===== src/rtl/rxw_pkg.sv =====
package rxw_pkg;

  typedef enum logic {
    WAKE_IDLE = 1'b0,
    WAKE_MARK = 1'b1
  } wake_method_e;

  // Number of consecutive one-samples that form an idle character.
  // Start bit + data bits (+ ninth bit) + stop bit.
  function automatic int unsigned idle_need(int unsigned data_bits, logic nine);
    return data_bits + 2 + (nine ? 1 : 0);
  endfunction

endpackage


===== src/rtl/rxw_idle_count.sv =====
module rxw_idle_count #(
  parameter int unsigned DATA_BITS = 8,
  localparam int unsigned MAX_NEED = DATA_BITS + 3,
  localparam int unsigned CNT_W = $clog2(MAX_NEED + 1)
) (
  input  logic             clk,
  input  logic             rst_n,
  input  logic             enable,
  input  logic             tick,
  input  logic             rx,
  input  logic             nine,
  output logic [CNT_W-1:0] cnt,
  output logic [CNT_W-1:0] need,
  output logic             hit
);
  import rxw_pkg::*;

  logic [CNT_W:0] cnt_inc;

  assign need    = CNT_W'(idle_need(DATA_BITS, nine));
  assign cnt_inc = {1'b0, cnt} + 1'b1;
  assign hit     = enable & tick & rx & (cnt_inc >= {1'b0, need});

  always_ff @(posedge clk or negedge rst_n) begin
    if (!rst_n) begin
      cnt <= '0;
    end else if (!enable) begin
      cnt <= '0;
    end else if (tick) begin
      if (!rx) begin
        cnt <= '0;
      end else if (cnt_inc >= {1'b0, need}) begin
        cnt <= need;
      end else begin
        cnt <= cnt_inc[CNT_W-1:0];
      end
    end
  end

endmodule


===== src/rtl/rxw_mark_detect.sv =====
module rxw_mark_detect #(
  parameter int unsigned DATA_BITS = 8,
  localparam int unsigned WORD_W = DATA_BITS + 1
) (
  input  logic              done,
  input  logic [WORD_W-1:0] word,
  input  logic              nine,
  output logic              hit
);
  logic mark;

  assign mark = nine ? word[DATA_BITS] : word[DATA_BITS-1];
  assign hit  = done & mark;

endmodule


===== src/rtl/rxw_sleep_reg.sv =====
module rxw_sleep_reg (
  input  logic clk,
  input  logic rst_n,
  input  logic req,
  input  logic wake,
  output logic sleep
);
  always_ff @(posedge clk or negedge rst_n) begin
    if (!rst_n) begin
      sleep <= 1'b0;
    end else if (wake) begin
      sleep <= 1'b0;
    end else if (req) begin
      sleep <= 1'b1;
    end
  end

endmodule


===== src/rtl/rxw_wake_ctrl.sv =====
module rxw_wake_ctrl #(
  parameter int unsigned DATA_BITS = 8,
  localparam int unsigned WORD_W = DATA_BITS + 1,
  localparam int unsigned CNT_W = $clog2(DATA_BITS + 4)
) (
  input  logic              clk,
  input  logic              rst_n,
  input  logic              rx_line,
  input  logic              bit_tick,
  input  logic              char_done,
  input  logic [WORD_W-1:0] char_word,
  input  logic              nine_bit,
  input  logic              wake_sel,
  input  logic              sleep_req,
  output logic              sleep_q,
  output logic              flag_inhibit,
  output logic              wake_clear
);
  import rxw_pkg::*;

  wake_method_e     method;
  logic [CNT_W-1:0] idle_cnt;
  logic [CNT_W-1:0] idle_need_w;
  logic             idle_hit;
  logic             mark_hit;
  logic             wake_evt;

  assign method = wake_method_e'(wake_sel);

  rxw_idle_count #(.DATA_BITS(DATA_BITS)) u_idle (
    .clk   (clk),
    .rst_n (rst_n),
    .enable(sleep_q),
    .tick  (bit_tick),
    .rx    (rx_line),
    .nine  (nine_bit),
    .cnt   (idle_cnt),
    .need  (idle_need_w),
    .hit   (idle_hit)
  );

  rxw_mark_detect #(.DATA_BITS(DATA_BITS)) u_mark (
    .done(char_done),
    .word(char_word),
    .nine(nine_bit),
    .hit (mark_hit)
  );

  assign wake_evt = sleep_q & ((method == WAKE_MARK) ? mark_hit : idle_hit);

  rxw_sleep_reg u_sleep (
    .clk  (clk),
    .rst_n(rst_n),
    .req  (sleep_req),
    .wake (wake_evt),
    .sleep(sleep_q)
  );

  assign wake_clear   = wake_evt;
  assign flag_inhibit = sleep_q & ~((method == WAKE_MARK) & mark_hit);

endmodule


===== config.mk =====
export PLATFORM = sky130hd
export DESIGN_NAME = rxw_wake_ctrl
export DESIGN_NICKNAME = d
export VERILOG_FILES = /design/src/rtl/rxw_pkg.sv /design/src/rtl/rxw_idle_count.sv /design/src/rtl/rxw_mark_detect.sv /design/src/rtl/rxw_sleep_reg.sv /design/src/rtl/rxw_wake_ctrl.sv
export SDC_FILE = /design/constraint.sdc
export NUM_CORES = 1
export LEC_CHECK = 0
export ABC_AREA = 0
export BUFFER_PORTS_ARGS = -buffer_cell sky130_fd_sc_hd__buf_2
export CAP_MARGIN = 20
export CORE_AREA = 3 3 40 42
export CTS_CLUSTER_SIZE = 28
export DETAILED_ROUTE_END_ITERATION = 6
export DIE_AREA = 0 0 43 45
export PLACE_DENSITY = 0.55
export SLEW_MARGIN = 20
export SYNTH_ARGS = -nofsm -noshare
export SYNTH_HDL_FRONTEND = slang
export SYNTH_SLANG_ARGS = --single-unit

===== constraint.sdc =====
create_clock -name clk -period 2.47 [get_ports clk]
set_clock_uncertainty 0.2 [all_clocks]
set_input_delay 0.494 -clock clk [delete_from_list [all_inputs] [get_ports clk]]
set_output_delay 0.494 -clock clk [all_outputs]
set_load 0.02 [all_outputs]

; Word level (Yosys, flattened, before mapping)
; Cells that the tools add are included.
[word_totals]
regBits = 5
out_inout_bits = 3
inputBits = 17
[op_classes]
add_sub_neg = 2
eq_ne = 1
muxes = 9
bitwise_logic = 8
reduce_logical = 1
order_cmp = 1
[ops]
columns = operator, n
row1 = $mux 4, 4
row2 = $and 1x1->1, 7
row3 = $add 4x1->5 const B, 1
row4 = $ge 5x4->1, 1
row5 = $mux 1, 5
row6 = $add 4x4->4 const A, 1
row7 = $ne 2x2->1 const B, 1
row8 = $reduce_bool 2->1, 1
row9 = $not 1->1, 1

; Depth between registers and ports, before layout
[logic_depth]
ltp_word = 7
depth_mapped = 5
ltp_nobuf = 5

; Modules after synthesis
; A second synthesis with hierarchy kept.
[hier_totals]
cells_unflattened = 41
hier_area_um2 = 396.6
[by_module_without_submodules]
columns = module, area_per_inst_um2, n_inst, cells_each
row1 = rxw_idle_count, 321.6, 1, 34
row2 = rxw_sleep_reg, 35.0, 1, 2
row3 = rxw_wake_ctrl, 23.8, 1, 3
row4 = rxw_mark_detect, 16.3, 1, 2

; Worst setup path after synthesis
; OpenSTA, ideal clock, no wires.
[synth_timing]
path_type = register to output
from = reg u_idle.cnt[0]
to = out wake_clear
path_stages_with_launch = 6
path_slack_ps = 273
t_required_ps = 1776
n_path_buf = 0
arrival_time_ps = 1503
path_cell_list = dfrtp_1 -> ha_1 -> or2b_1 -> mux2i_1 -> nor4_1 -> o21a_1
[synth_between]
elab_chain_cells = 5
[synth_rtl]
columns = item, line_no
row1 = "start, declared", rxw_idle_count.sv:12  ; output logic [CNT_W-1:0] cnt,
row2 = "start signal, assigned", rxw_idle_count.sv:33  ; cnt <= need;
row3 = "start signal, assigned", rxw_idle_count.sv:35  ; cnt <= cnt_inc[CNT_W-1:0];
row4 = $add 4x1->5, rxw_idle_count.sv:21  ; assign cnt_inc = {1'b0, cnt} + 1'b1;
row5 = $ge 5x4->1, rxw_idle_count.sv:22  ; assign hit = enable & tick & rx & (cnt_inc >= {1'b0, need});
row6 = $and 1x1->1, rxw_idle_count.sv:22
row7 = $mux 1, rxw_wake_ctrl.sv:49  ; assign wake_evt = sleep_q & ((method == WAKE_MARK) ? mark_hit : idle_hit);
row8 = $and 1x1->1, rxw_wake_ctrl.sv:49
row9 = "end, declared", rxw_wake_ctrl.sv:17  ; output logic wake_clear
; Every way passes these cells.

; Final worst setup path
; Ends and elaborated chain as after synthesis.

==> qor.csv <==
metric;value;unit
total CTS buffers;3;
min-delay src;sleep_req;
M1 WL;379;um
status;finished, final reports clean;
Skew-Pair Late Insertion Delay;240;ps
mapped cell area;347;um2
IO buf count;12;
Req. time, crit path;1780;ps
hold-critical path depth;3;
relative slew slack;81.1;%
Clock Root Buffer;clkbuf_4;
largest net degree at the start of global routing;8;
leakage power;0.249;nW
Antenna diodes;0;
worst hold path type;primary input to flip-flop;
core area;1280;um2
Flop pwr share;33.1;%
Routed Antenna Nets;0;
Synth Area in XOR/XNOR;0;%
Multi-input gate area;229;um2
CP Capture Type;output pin;
routed vias/inst;4.76;
vias in the first global route;346;
cell taking the most area after synthesis;dfrtp_1;
FMAX;409;MHz
Ys Warns;0;
max-slew violations;0;
count of final setup violators;0;
clock sink total;5;
largest cells by area after synthesis;dfrtp_1 (36%), ha_1 (7.2%), mux2i_1 (5.8%), nand3_1 (5.8%), nand4b_1 (5.1%);
overall global routing resource usage;10.1;%
global-route wire length before repair;1390;um
number of max-cap violations;0;
Power, Total;0.345;mW
Fillers;135;
CP startpoint kind;flip-flop;
Max VDD drop;0.338;mV
Die Area;1940;um2
Area Overhead vs Synth;44.8;%
GP Congestion;0.679;
flops & latches, synth;5;
most used cell, CP;buf_4;
min cycle time layout;2450;ps
DR WL/cell;11.3;um
FF+latch area;125;um2
io pins;20;
CP max stage delay;410;ps
final worst-path cycle share;99.1;%
Remaining Overflow, GRT;0;
via count;352;
Pwr per Cell Area;687;nW/um2
Total Wirelength;837;um
clk slew on worst S/H paths;40;ps
largest family of logic cells by synthesized area;simple AND/OR/NAND/NOR gates;
R2R Setup Slk;480;ps
Post-Route Setup TNS;0;ps
P_int;0.221;mW
final-stage net count;79;
Synth cell types;21;
CTS tree;built;
Net Sw Power;0.123;mW
clk buf depth;2;
Die Wd;43;um
DR top layer;met3;
worst setup path class;flip-flop to output pin;
Starting Density;27.0;%
Hold Fails Final Rpt;0;
Tightest Pin Transition;281;ps
Post-Synthesis Cells;39;
FF-to-FF path depth;6;
Die H;45;um
Clk pwr share;27.4;%
Synth Area in Simple Gates;33.2;%
top cell type's share of synthesized area;36.1;%
layout cells sized above 1;35.6;%
DR DRC count;0;
Crit Path Max Fanout;3;
post-DP HPWL;665;um
Worst R2R Start;u_idle.cnt[0]$_DFFE_PN0P_;
H-tree Lvls;1;
crit path DAT;1750;ps
DR WL met3;91;um
syn_nets;58;
initial DRC count;2;
Hold EP;u_sleep.sleep$_DFFE_PN0P_;
RSZ-0062 raised after global routing;true;
synthesized-area fraction occupied by adder cells;7.22;%
sequential area share after synthesis;36.1;%
fraction of synthesized area in multiplexers;5.78;%
row count;13;
slowest cell on the critical path;dfrtp_1;
Gate power share;39.5;%
RR Endpoint;u_idle.cnt[0]$_DFFE_PN0P_;
metal2 WL;366;um
initial antenna violation count;0;
Synth Area in Compound Gates;15.5;%
crit-path cells;buf_4 -> ha_1 -> nand2b_1 -> a2bb2oi_2 -> nor4_2 -> o21a_1 -> buf_4;
switch share;35.8;%
number of detailed-route iterations in the first pass;2;
Post-Syn Area per Cell;8.89;um2
layout by cell type, fill, tap and decap left out, types with 2 or more instances in the layout:
cell type / instances
buf_2: 11
dfrtp_1: 5
nand2_1: 4
nand3_1: 4
buf_4: 4
o21ai_0: 3
nor2_1: 3
clkbuf_4: 3
mux2i_1: 2
inv_1: 2
nand4b_1: 2
final cells by class:
type                       instances  share of cell area [%]
clock buffer                       4                    5.24
inverter                           2                    1.50
multi-input combinational         32                    45.6
sequential                         5                    24.9
tap                               15                    3.74
timing repair buffer              16                    19.0
worst max-delay path, delay by kind of cell, from the launching register on:
family                     cells  cell delay, ps
AOI/OAI and AO/OA              2             330
DFF                            1             410
and+or+nand+nor                2             210
buffers and inverters          2             310
adders and majority gates      1             250
state kept, by name, indices dropped and copies added (netlist names):
register	count
u_idle.cnt	4
u_sleep.sleep	1
through the flow:
stage / hold slack, ps / util (%) / instances / setup WS (ps) / instance area (um2)
2_1_floorplan: -1.59 / - / 39 / 273 / 347
3_3_place_gp: 113 / 34.9 / 69 / 118 / 448
3_5_place_dp: 115 / 34.9 / 69 / 116 / 448
4_1_cts: 292 / 38.9 / 74 / 9.38 / 499
5_1_grt: 300 / 39.0 / 74 / -82.5 / 502
6_report: 300 / 39.0 / 74 / 23.1 / 502
per-layer routing:
layer | vias to the layer above | track usage (%)
met3 | 0 | 7.17
met1 | 149 | 11.7
met5 | - | 0
met4 | 0 | 1.81
li1 | 185 | -
met2 | 18 | 15.6
repair_timing:
action / in CTS / in global routing
resized for setup: 3 / 1
hold endpoints to repair: 5 / 0
setup buffers: 0 / 0
hold buffers: 1 / 0
setup endpoints to repair: 1 / 1
cell usage after synthesis:
master / number
mux2i_1: 2
o21bai_1: 1
nand2b_1: 1
o21ai_0: 3
nand2_1: 4
nor2_1: 3
a22o_1: 1
nor4_1: 1
inv_1: 2
and3b_1: 1
o21a_1: 1
or2b_1: 1
ha_1: 2
and3_1: 1
nand4b_1: 2
nand3_1: 4
a2bb2oi_1: 1
dfrtp_1: 5
nor2b_1: 1
or4b_1: 1
o22ai_1: 1
worst max-delay path by stage:
stage	startpoint	endpoint	depth (start not counted)
2_1_floorplan	u_idle.cnt[0]$_DFFE_PN0P_	wake_clear	5
3_3_place_gp	nine_bit	wake_clear	7
3_5_place_dp	nine_bit	wake_clear	7
4_1_cts	u_idle.cnt[0]$_DFFE_PN0P_	wake_clear	7
5_1_grt	u_idle.cnt[0]$_DFFE_PN0P_	wake_clear	7
6_report	u_idle.cnt[0]$_DFFE_PN0P_	wake_clear	7
cell families (layout without fill, tap and decap cells):
family	count (synthesis)	in the layout
buffers and inverters	2	22
AOI/OAI and AO/OA	8	8
muxes	2	2
DFF	5	5
adders and majority gates	2	2
and+or+nand+nor	20	20
power groups by stage:
stage                     registers, mW  clock network (mW)  logic, mW
after global placement            0.115                   0      0.127
final                             0.114              0.0945      0.136
after CTS                         0.114               0.101      0.136
after floorplan                   0.121                   0     0.0651
after detailed placement          0.115                   0      0.127
after global routing              0.118               0.110      0.152
Power figures use the tool's default switching activity.
